$ cat config.mk
export PLATFORM = sky130hd
export DESIGN_NAME = rx_drop_tally
export DESIGN_NICKNAME = d
export VERILOG_FILES = /design/src/rtl/rxd_pkg.sv /design/src/rtl/rxd_strobe_sum.sv /design/src/rtl/rxd_sat_counter.sv /design/src/rtl/rxd_read_port.sv /design/src/rtl/rx_drop_tally.sv
export SDC_FILE = /design/constraint.sdc
export NUM_CORES = 1
export LEC_CHECK = 0
export CAP_MARGIN = 20
export CORE_MARGIN = 5
export CORE_UTILIZATION = 30
export CTS_CLUSTER_DIAMETER = 100
export DETAILED_ROUTE_END_ITERATION = 7
export PLACE_DENSITY = 0.51
export RECOVER_POWER = 50
export SLEW_MARGIN = 20
export SYNTH_ARGS = -nofsm -noshare
export SYNTH_HDL_FRONTEND = slang
export SYNTH_SLANG_ARGS = --single-unit
$ cat constraint.sdc
create_clock -name clk -period 8.1 [get_ports clk]
set_clock_uncertainty 0.1 [all_clocks]
set_input_delay 2.43 -clock clk [delete_from_list [all_inputs] [get_ports clk]]
set_output_delay 2.43 -clock clk [all_outputs]
set_load 0.02 [all_outputs]
$ cat src/rtl/rxd_pkg.sv
// Shared definitions for the receive discard counter.
// Assumes: the counter select is one bit wide.
package rxd_pkg;
    // Counter type selected on the register port.
    typedef enum logic {
        CTR_GENERAL = 1'b0,
        CTR_EARLY   = 1'b1
    } ctr_sel_e;

    // Number of counter types per channel.
    localparam int CTR_PER_CH = 2;
endpackage

$ cat src/rtl/rxd_strobe_sum.sv
// Counts how many of N strobes are asserted in the current cycle.
// Assumes: N >= 1; the result is purely combinational.
module rxd_strobe_sum #(
    parameter int N     = 4,
    parameter int SUM_W = $clog2(N + 1)
) (
    input  logic [N-1:0]     strobes,
    output logic [SUM_W-1:0] total
);
    // Add up the asserted strobes.
    always_comb begin
        total = '0;
        for (int i = 0; i < N; i++) begin
            total = total + SUM_W'(strobes[i]);
        end
    end
endmodule

$ cat src/rtl/rxd_sat_counter.sv
// One saturating event counter with a sticky overflow flag.
// Adds inc each cycle, holds at all-ones, and sets ovf when an update
// would pass all-ones. clr restarts from zero, and inc still applies.
// Assumes: INC_W < CNT_W.
module rxd_sat_counter #(
    parameter int CNT_W = 16,
    parameter int INC_W = 3
) (
    input  logic             clk,
    input  logic             rst_n,
    input  logic [INC_W-1:0] inc,
    input  logic             clr,
    output logic [CNT_W-1:0] cnt,
    output logic             ovf
);
    localparam logic [CNT_W:0]   TOP_EXT = {1'b0, {CNT_W{1'b1}}};
    localparam logic [CNT_W-1:0] TOP     = {CNT_W{1'b1}};

    logic [CNT_W:0]   base;
    logic [CNT_W:0]   sum;
    logic             past_top;
    logic [CNT_W-1:0] cnt_nx;
    logic             ovf_nx;

    // Pick the starting value, add the increment and clamp.
    always_comb begin
        base     = clr ? '0 : {1'b0, cnt};
        sum      = base + (CNT_W + 1)'(inc);
        past_top = (sum > TOP_EXT);
        cnt_nx   = past_top ? TOP : sum[CNT_W-1:0];
        ovf_nx   = (ovf & ~clr) | past_top;
    end

    // Register count and flag.
    always_ff @(posedge clk) begin
        if (!rst_n) begin
            cnt <= '0;
            ovf <= 1'b0;
        end else begin
            cnt <= cnt_nx;
            ovf <= ovf_nx;
        end
    end

    // a saturated count holds unless cleared.
    p_no_wrap_r2: assert property (@(posedge clk) disable iff (!rst_n)
        (cnt == TOP && !clr) |=> (cnt == TOP));

    // overflow flag is sticky until a clear.
    p_ovf_sticky_r3: assert property (@(posedge clk) disable iff (!rst_n)
        (ovf && !clr) |=> ovf);

    // the flag only appears while the count sits at the top.
    p_ovf_at_top_r3: assert property (@(posedge clk) disable iff (!rst_n)
        ($rose(ovf)) |-> (cnt == TOP));

    // a clear leaves exactly the same-cycle event count and no flag.
    p_clear_r7: assert property (@(posedge clk) disable iff (!rst_n)
        clr |=> (cnt == CNT_W'($past(inc)) && !ovf));

    // below the top the count advances by exactly the increment.
    p_count_step_r4: assert property (@(posedge clk) disable iff (!rst_n)
        (!clr && cnt != TOP && !ovf) |=>
            (cnt >= $past(cnt)) && (cnt - $past(cnt) <= CNT_W'($past(inc))));
endmodule

$ cat src/rtl/rxd_read_port.sv
// Registered read mux across all counters.
// Returns {flag, count} one cycle after rd_en, sampling state before
// that cycle's updates. Assumes counters are ordered channel-major,
// with the type select as the low index bit.
module rxd_read_port #(
    parameter int NUM_CH = 4,
    parameter int CNT_W  = 16,
    parameter int CH_W   = (NUM_CH > 1) ? $clog2(NUM_CH) : 1,
    parameter int NCTR   = NUM_CH * rxd_pkg::CTR_PER_CH
) (
    input  logic                  clk,
    input  logic                  rst_n,
    input  logic                  rd_en,
    input  logic [CH_W-1:0]       rd_ch,
    input  logic                  rd_sel,
    input  logic [NCTR*CNT_W-1:0] cnt_flat,
    input  logic [NCTR-1:0]       ovf_flat,
    output logic [CNT_W:0]        rd_data,
    output logic                  rd_valid
);
    localparam int IDX_W = CH_W + 1;

    logic [IDX_W-1:0] idx;

    // Form the counter index from channel and select.
    always_comb idx = {rd_ch, rd_sel};

    // Capture the selected counter on a read.
    always_ff @(posedge clk) begin
        if (!rst_n) begin
            rd_data  <= '0;
            rd_valid <= 1'b0;
        end else begin
            rd_valid <= rd_en;
            if (rd_en) begin
                rd_data <= {ovf_flat[idx], cnt_flat[idx*CNT_W +: CNT_W]};
            end
        end
    end

    // valid follows a read by exactly one cycle.
    p_rd_latency_r9: assert property (@(posedge clk) disable iff (!rst_n)
        rd_en |=> rd_valid);
    p_rd_quiet_r9: assert property (@(posedge clk) disable iff (!rst_n)
        !rd_en |=> !rd_valid);
endmodule

$ cat src/rtl/rx_drop_tally.sv
// Per-channel receive discard counters: a general counter fed by
// N_CAUSE drop-reason strobes, and an early-discard counter, for each
// channel. Counters saturate with a sticky overflow flag. An all-zero
// register write clears one counter; reads return {flag, count} after
// one cycle. Assumes strobes are single-cycle pulses synchronous to clk.
module rx_drop_tally #(
    parameter int NUM_CH  = 4,
    parameter int N_CAUSE = 4,
    parameter int CNT_W   = 16,
    parameter int CH_W    = (NUM_CH > 1) ? $clog2(NUM_CH) : 1
) (
    input  logic                      clk,
    input  logic                      rst_n,
    input  logic [NUM_CH*N_CAUSE-1:0] misc_evt,
    input  logic [NUM_CH-1:0]         wred_evt,
    input  logic                      rd_en,
    input  logic                      wr_en,
    input  logic [CH_W-1:0]           reg_ch,
    input  logic                      reg_sel,
    input  logic [CNT_W:0]            wr_data,
    output logic [CNT_W:0]            rd_data,
    output logic                      rd_valid
);
    import rxd_pkg::*;

    localparam int NCTR   = NUM_CH * CTR_PER_CH;
    localparam int GEN_IW = $clog2(N_CAUSE + 1);
    localparam int EAR_IW = 1;

    logic [NCTR*CNT_W-1:0] cnt_flat;
    logic [NCTR-1:0]       ovf_flat;
    logic                  clear_req;

    // A write clears only when the whole word is zero.
    always_comb clear_req = wr_en && (wr_data == '0);

    for (genvar c = 0; c < NUM_CH; c++) begin : g_ch
        logic [GEN_IW-1:0] gen_inc;
        logic [EAR_IW-1:0] ear_inc;
        logic              hit_ch;
        logic              gen_clr;
        logic              ear_clr;

        // Decode the clear for this channel's two counters.
        always_comb begin
            hit_ch  = clear_req && (reg_ch == CH_W'(c));
            gen_clr = hit_ch && (ctr_sel_e'(reg_sel) == CTR_GENERAL);
            ear_clr = hit_ch && (ctr_sel_e'(reg_sel) == CTR_EARLY);
        end

        rxd_strobe_sum #(.N(N_CAUSE), .SUM_W(GEN_IW)) u_gen_sum (
            .strobes (misc_evt[c*N_CAUSE +: N_CAUSE]),
            .total   (gen_inc)
        );

        rxd_strobe_sum #(.N(1), .SUM_W(EAR_IW)) u_ear_sum (
            .strobes (wred_evt[c]),
            .total   (ear_inc)
        );

        rxd_sat_counter #(.CNT_W(CNT_W), .INC_W(GEN_IW)) u_gen (
            .clk   (clk),
            .rst_n (rst_n),
            .inc   (gen_inc),
            .clr   (gen_clr),
            .cnt   (cnt_flat[(2*c)*CNT_W +: CNT_W]),
            .ovf   (ovf_flat[2*c])
        );

        rxd_sat_counter #(.CNT_W(CNT_W), .INC_W(EAR_IW)) u_ear (
            .clk   (clk),
            .rst_n (rst_n),
            .inc   (ear_inc),
            .clr   (ear_clr),
            .cnt   (cnt_flat[(2*c+1)*CNT_W +: CNT_W]),
            .ovf   (ovf_flat[2*c+1])
        );

        // an idle early-discard strobe leaves that counter alone.
        p_ear_isolated_r5: assert property (@(posedge clk) disable iff (!rst_n)
            (!wred_evt[c] && !ear_clr) |=>
                $stable(cnt_flat[(2*c+1)*CNT_W +: CNT_W]));

        // a nonzero write never disturbs the general counter.
        p_nonzero_write_r8: assert property (@(posedge clk) disable iff (!rst_n)
            (wr_en && wr_data != '0 && misc_evt[c*N_CAUSE +: N_CAUSE] == '0) |=>
                $stable(cnt_flat[(2*c)*CNT_W +: CNT_W]));
    end

    rxd_read_port #(.NUM_CH(NUM_CH), .CNT_W(CNT_W), .CH_W(CH_W), .NCTR(NCTR)) u_rd (
        .clk      (clk),
        .rst_n    (rst_n),
        .rd_en    (rd_en),
        .rd_ch    (reg_ch),
        .rd_sel   (reg_sel),
        .cnt_flat (cnt_flat),
        .ovf_flat (ovf_flat),
        .rd_data  (rd_data),
        .rd_valid (rd_valid)
    );

    // no read data is presented straight out of reset.
    p_reset_quiet_r1: assert property (@(posedge clk)
        !rst_n |=> !rd_valid);
endmodule

==> results.yml <==
worst_setup_path:
  worstPathCellList: "clkbuf_1 > nand2_1 > nor4_1 > nor2b_1 > ha_1 > nand2b_1 > a211oi_2 > nand4_1 > nor2_1 > o21a_1"
  regToRegSetupSlack_ns: 4.99
  worstSetupEndpointType: "register"
  crit_type: "primary input to register"
  r2r-end: "g_ch[0].u_gen.cnt[13]"
  cp.arrival_ns: 6.65
  rr_worst_depth: 9
  cp_max_fo: 20
  startpoint_type: "primary input"
  slowest_delay_ns: 1.04
  slowest_stage: "clkbuf_1"
  r2r-start: "g_ch[0].u_gen.cnt[0]"
  crit_required_ns: 8.37
place:
  dpl_cell_area_um2: 9330
  gp_congestion: 0.799
  post-dp-hpwl_um: 16900
  dp.cells: 1333
  port_buffers: 61
power:
  p_sw_mw: 0.481
  vdd_drop_max_mv: 0.143
  p_leak_nw: 3.68
  pwr-share-seq_pct: 44.0
  combPwrFrac_pct: 14.5
  switching_share_pct: 25.6
  total_power_mw: 1.88
  p_clk_share_pct: 41.5
  power_density_nw_per_um2: 190
  p_int_mw: 1.40
yosys:
  yosysTopAreaCell: "dfxtp_1"
  synth.avg_cell_area_um2: 9.03
  synth_area_leaders: "dfxtp_1, mux4_2, a21oi_1"
  synth_seq_cells: 154
  syn_area_um2: 8440
  synth_top_cell_area_share_pct: 36.5
  synth_edf_count: 0
  synthCells: 934
  synth_fp_nets: 1014
  synthArstFlopShare_pct: 0
  synth.yosys.warnings: 0
  ys_seq_area_share_pct: 36.5
  ys.flop_type: "dfxtp_1"
  ys_types: 50
floorplanning:
  dieArea_um2: 31600
  io_pins: 62
  die_w_um: 178
  die_y_um: 178
  rows: 61
  initial_utilization_pct: 30.4
  core_um2: 27800
worst_hold_path:
  min_path_type: "register to register"
  min_to: "g_ch[1].u_ear.ovf"
  min_from: "g_ch[1].u_ear.ovf"
  whs_path_depth: 2
timing:
  fin_setup_tns_ns: 0
  final-max-slew-violation-count: 0
  final-hold-violation-count: 0
  min_period_over_period_pct: 78.8
  fmax_mhz: 157
  rsz0062_at_grt: "false"
  worstMarginPinSlew_ns: 1.48
  finalCriticalPeriod_ns: 6.38
  setup_violations: 0
  relSlewSlack_pct: 1.35
clocking:
  cts_buffers: 17
  cts_hold_buffers: 0
  cts_tree: "built"
  root_buffer: "clkbuf_16"
  post-cts-setup-buffers: 0
  clock_insertion_delay_worst_skew_ns: 0.42
  clk_pin_slew_ns: 0.06
  htreeDepth: 4
  clock_path_buffers: 2
  clock-sinks: 154
  cts_resized: 0
final_layout:
  final_cell_mix: "dfxtp_1, a21oi_1, nand2_1"
  layout_commonest_cell: "dfxtp_1"
  layout-drive-gt1-share_pct: 7.91
  stdcell_area_um2: 9910
  final_core_util_pct: 35.7
  diodes: 0
  finalNetCount: 1055
  num-fill-cells: 2868
  area_growth_pct: 17.4
  fin_cells: 1364
global_route:
  grt_pass1_vias: 6334
  grt.overflow.total: 0
  grt_pass1_wl_um: 36000
  grt_antenna_before_repair: 0
  grt_usage_pct: 14.6
  grt_max_degree: 48
drt:
  ant_nets: 0
  viasPerCell: 5.03
  drc: 0
  firstDrtPassIters: 5
  wl_per_cell_um: 16.5
  drt-total-wl_um: 22600
  drt_iter0_markers: 531
  routed-via-count: 6861
outcome:
  outcome: "completed"
run:
  maxCapViolations: 0
power groups by stage:
stage	clock network, mW	registers, mW	logic, mW
2_1_floorplan	0	0.832	0.195
3_3_place_gp	0	0.846	0.274
3_5_place_dp	0	0.846	0.275
4_1_cts	0.803	0.829	0.277
5_1_grt	0.838	0.834	0.310
6_report	0.780	0.828	0.273
per-layer routing:
metal | vias up | GRT usage (%) | part of all wire [%]
met5 | - | 0 | 0
met4 | 0 | 3.29 | 0.75
met3 | 9 | 3.79 | 5.5
met2 | 167 | 20.3 | 41
met1 | 3246 | 22.4 | 53
li1 | 3439 | - | -
sequential cells by signal, indices dropped and copies added (netlist names):
register / cells
g_ch.u_gen.ovf: 4
u_rd.rd_data: 17
g_ch.u_gen.cnt: 64
u_rd.rd_valid: 1
g_ch.u_ear.ovf: 4
g_ch.u_ear.cnt: 64
worst max-delay path: cells and delay by family:
kind,cells,cell delay [ns]
buffers and inverters,1,1.04
AND/OR/NAND/NOR,6,2.15
AO/OA/AOI/OAI,2,0.63
adder cells (fa/ha/maj),1,0.38
kinds of logic after synthesis:
| logic type | synth area share (%) |
|---|---|
| AO/OA/AOI/OAI | 13.8 |
| XOR/XNOR | 6.75 |
| adder cells (fa/ha/maj) | 6.05 |
| buffers and inverters | 4.73 |
| flip-flops | 36.5 |
| multiplexers | 10.4 |
| AND/OR/NAND/NOR | 21.7 |
through the flow:
step           hold slack (ns)  setup slack [ns]
6_report                 0.347              1.72
5_1_grt                  0.363              1.06
4_1_cts                  0.351              1.93
3_5_place_dp             0.340              1.47
3_3_place_gp             0.332              1.61
2_1_floorplan            0.321              3.02
area by class of cell:
class,instances,area [um2],area share [%]
multi-input combinational,683,4940,49.9
sequential,154,3080,31.1
timing repair buffer,66,639,6.45
clock buffer,22,474,4.79
tap,378,473,4.77
inverter,53,199,2.01
clock inverter,8,95.1,0.960
cell usage after synthesis, drive strengths merged, types with 2 or more instances:
cell / n
a21oi: 89
fa: 8
ha: 28
nand2b: 10
nor2b: 18
a21o: 4
mux2i: 11
buf: 18
nor3: 25
and4: 18
inv: 53
o21ai: 25
or2: 2
and3: 33
o21a: 19
nand3: 39
a211oi: 18
nand4: 26
nor3b: 3
xor2: 36
nor2: 47
nor4: 5
a31oi: 28
nand4b: 2
nand2: 86
clkbuf: 26
dfxtp: 154
or3: 2
xnor2: 29
and2: 23
mux4: 34
o211a: 4
a41oi: 4
worst max path at each step:
stage | from | to | slack (ns) | cells past startpoint
after floorplan | misc_evt[12] | g_ch[3].u_gen.ovf | 3.02 | 12
after CTS | reg_sel | g_ch[0].u_gen.cnt[13] | 1.93 | 13
after global routing | reg_ch[0] | g_ch[3].u_gen.cnt[0] | 1.06 | 10
after global placement | reg_sel | g_ch[0].u_gen.cnt[13] | 1.61 | 13
after detailed placement | reg_sel | g_ch[0].u_gen.cnt[13] | 1.47 | 13
final | reg_ch[0] | g_ch[3].u_gen.cnt[0] | 1.72 | 10
Note: power is estimated with default switching activity, not from simulation.
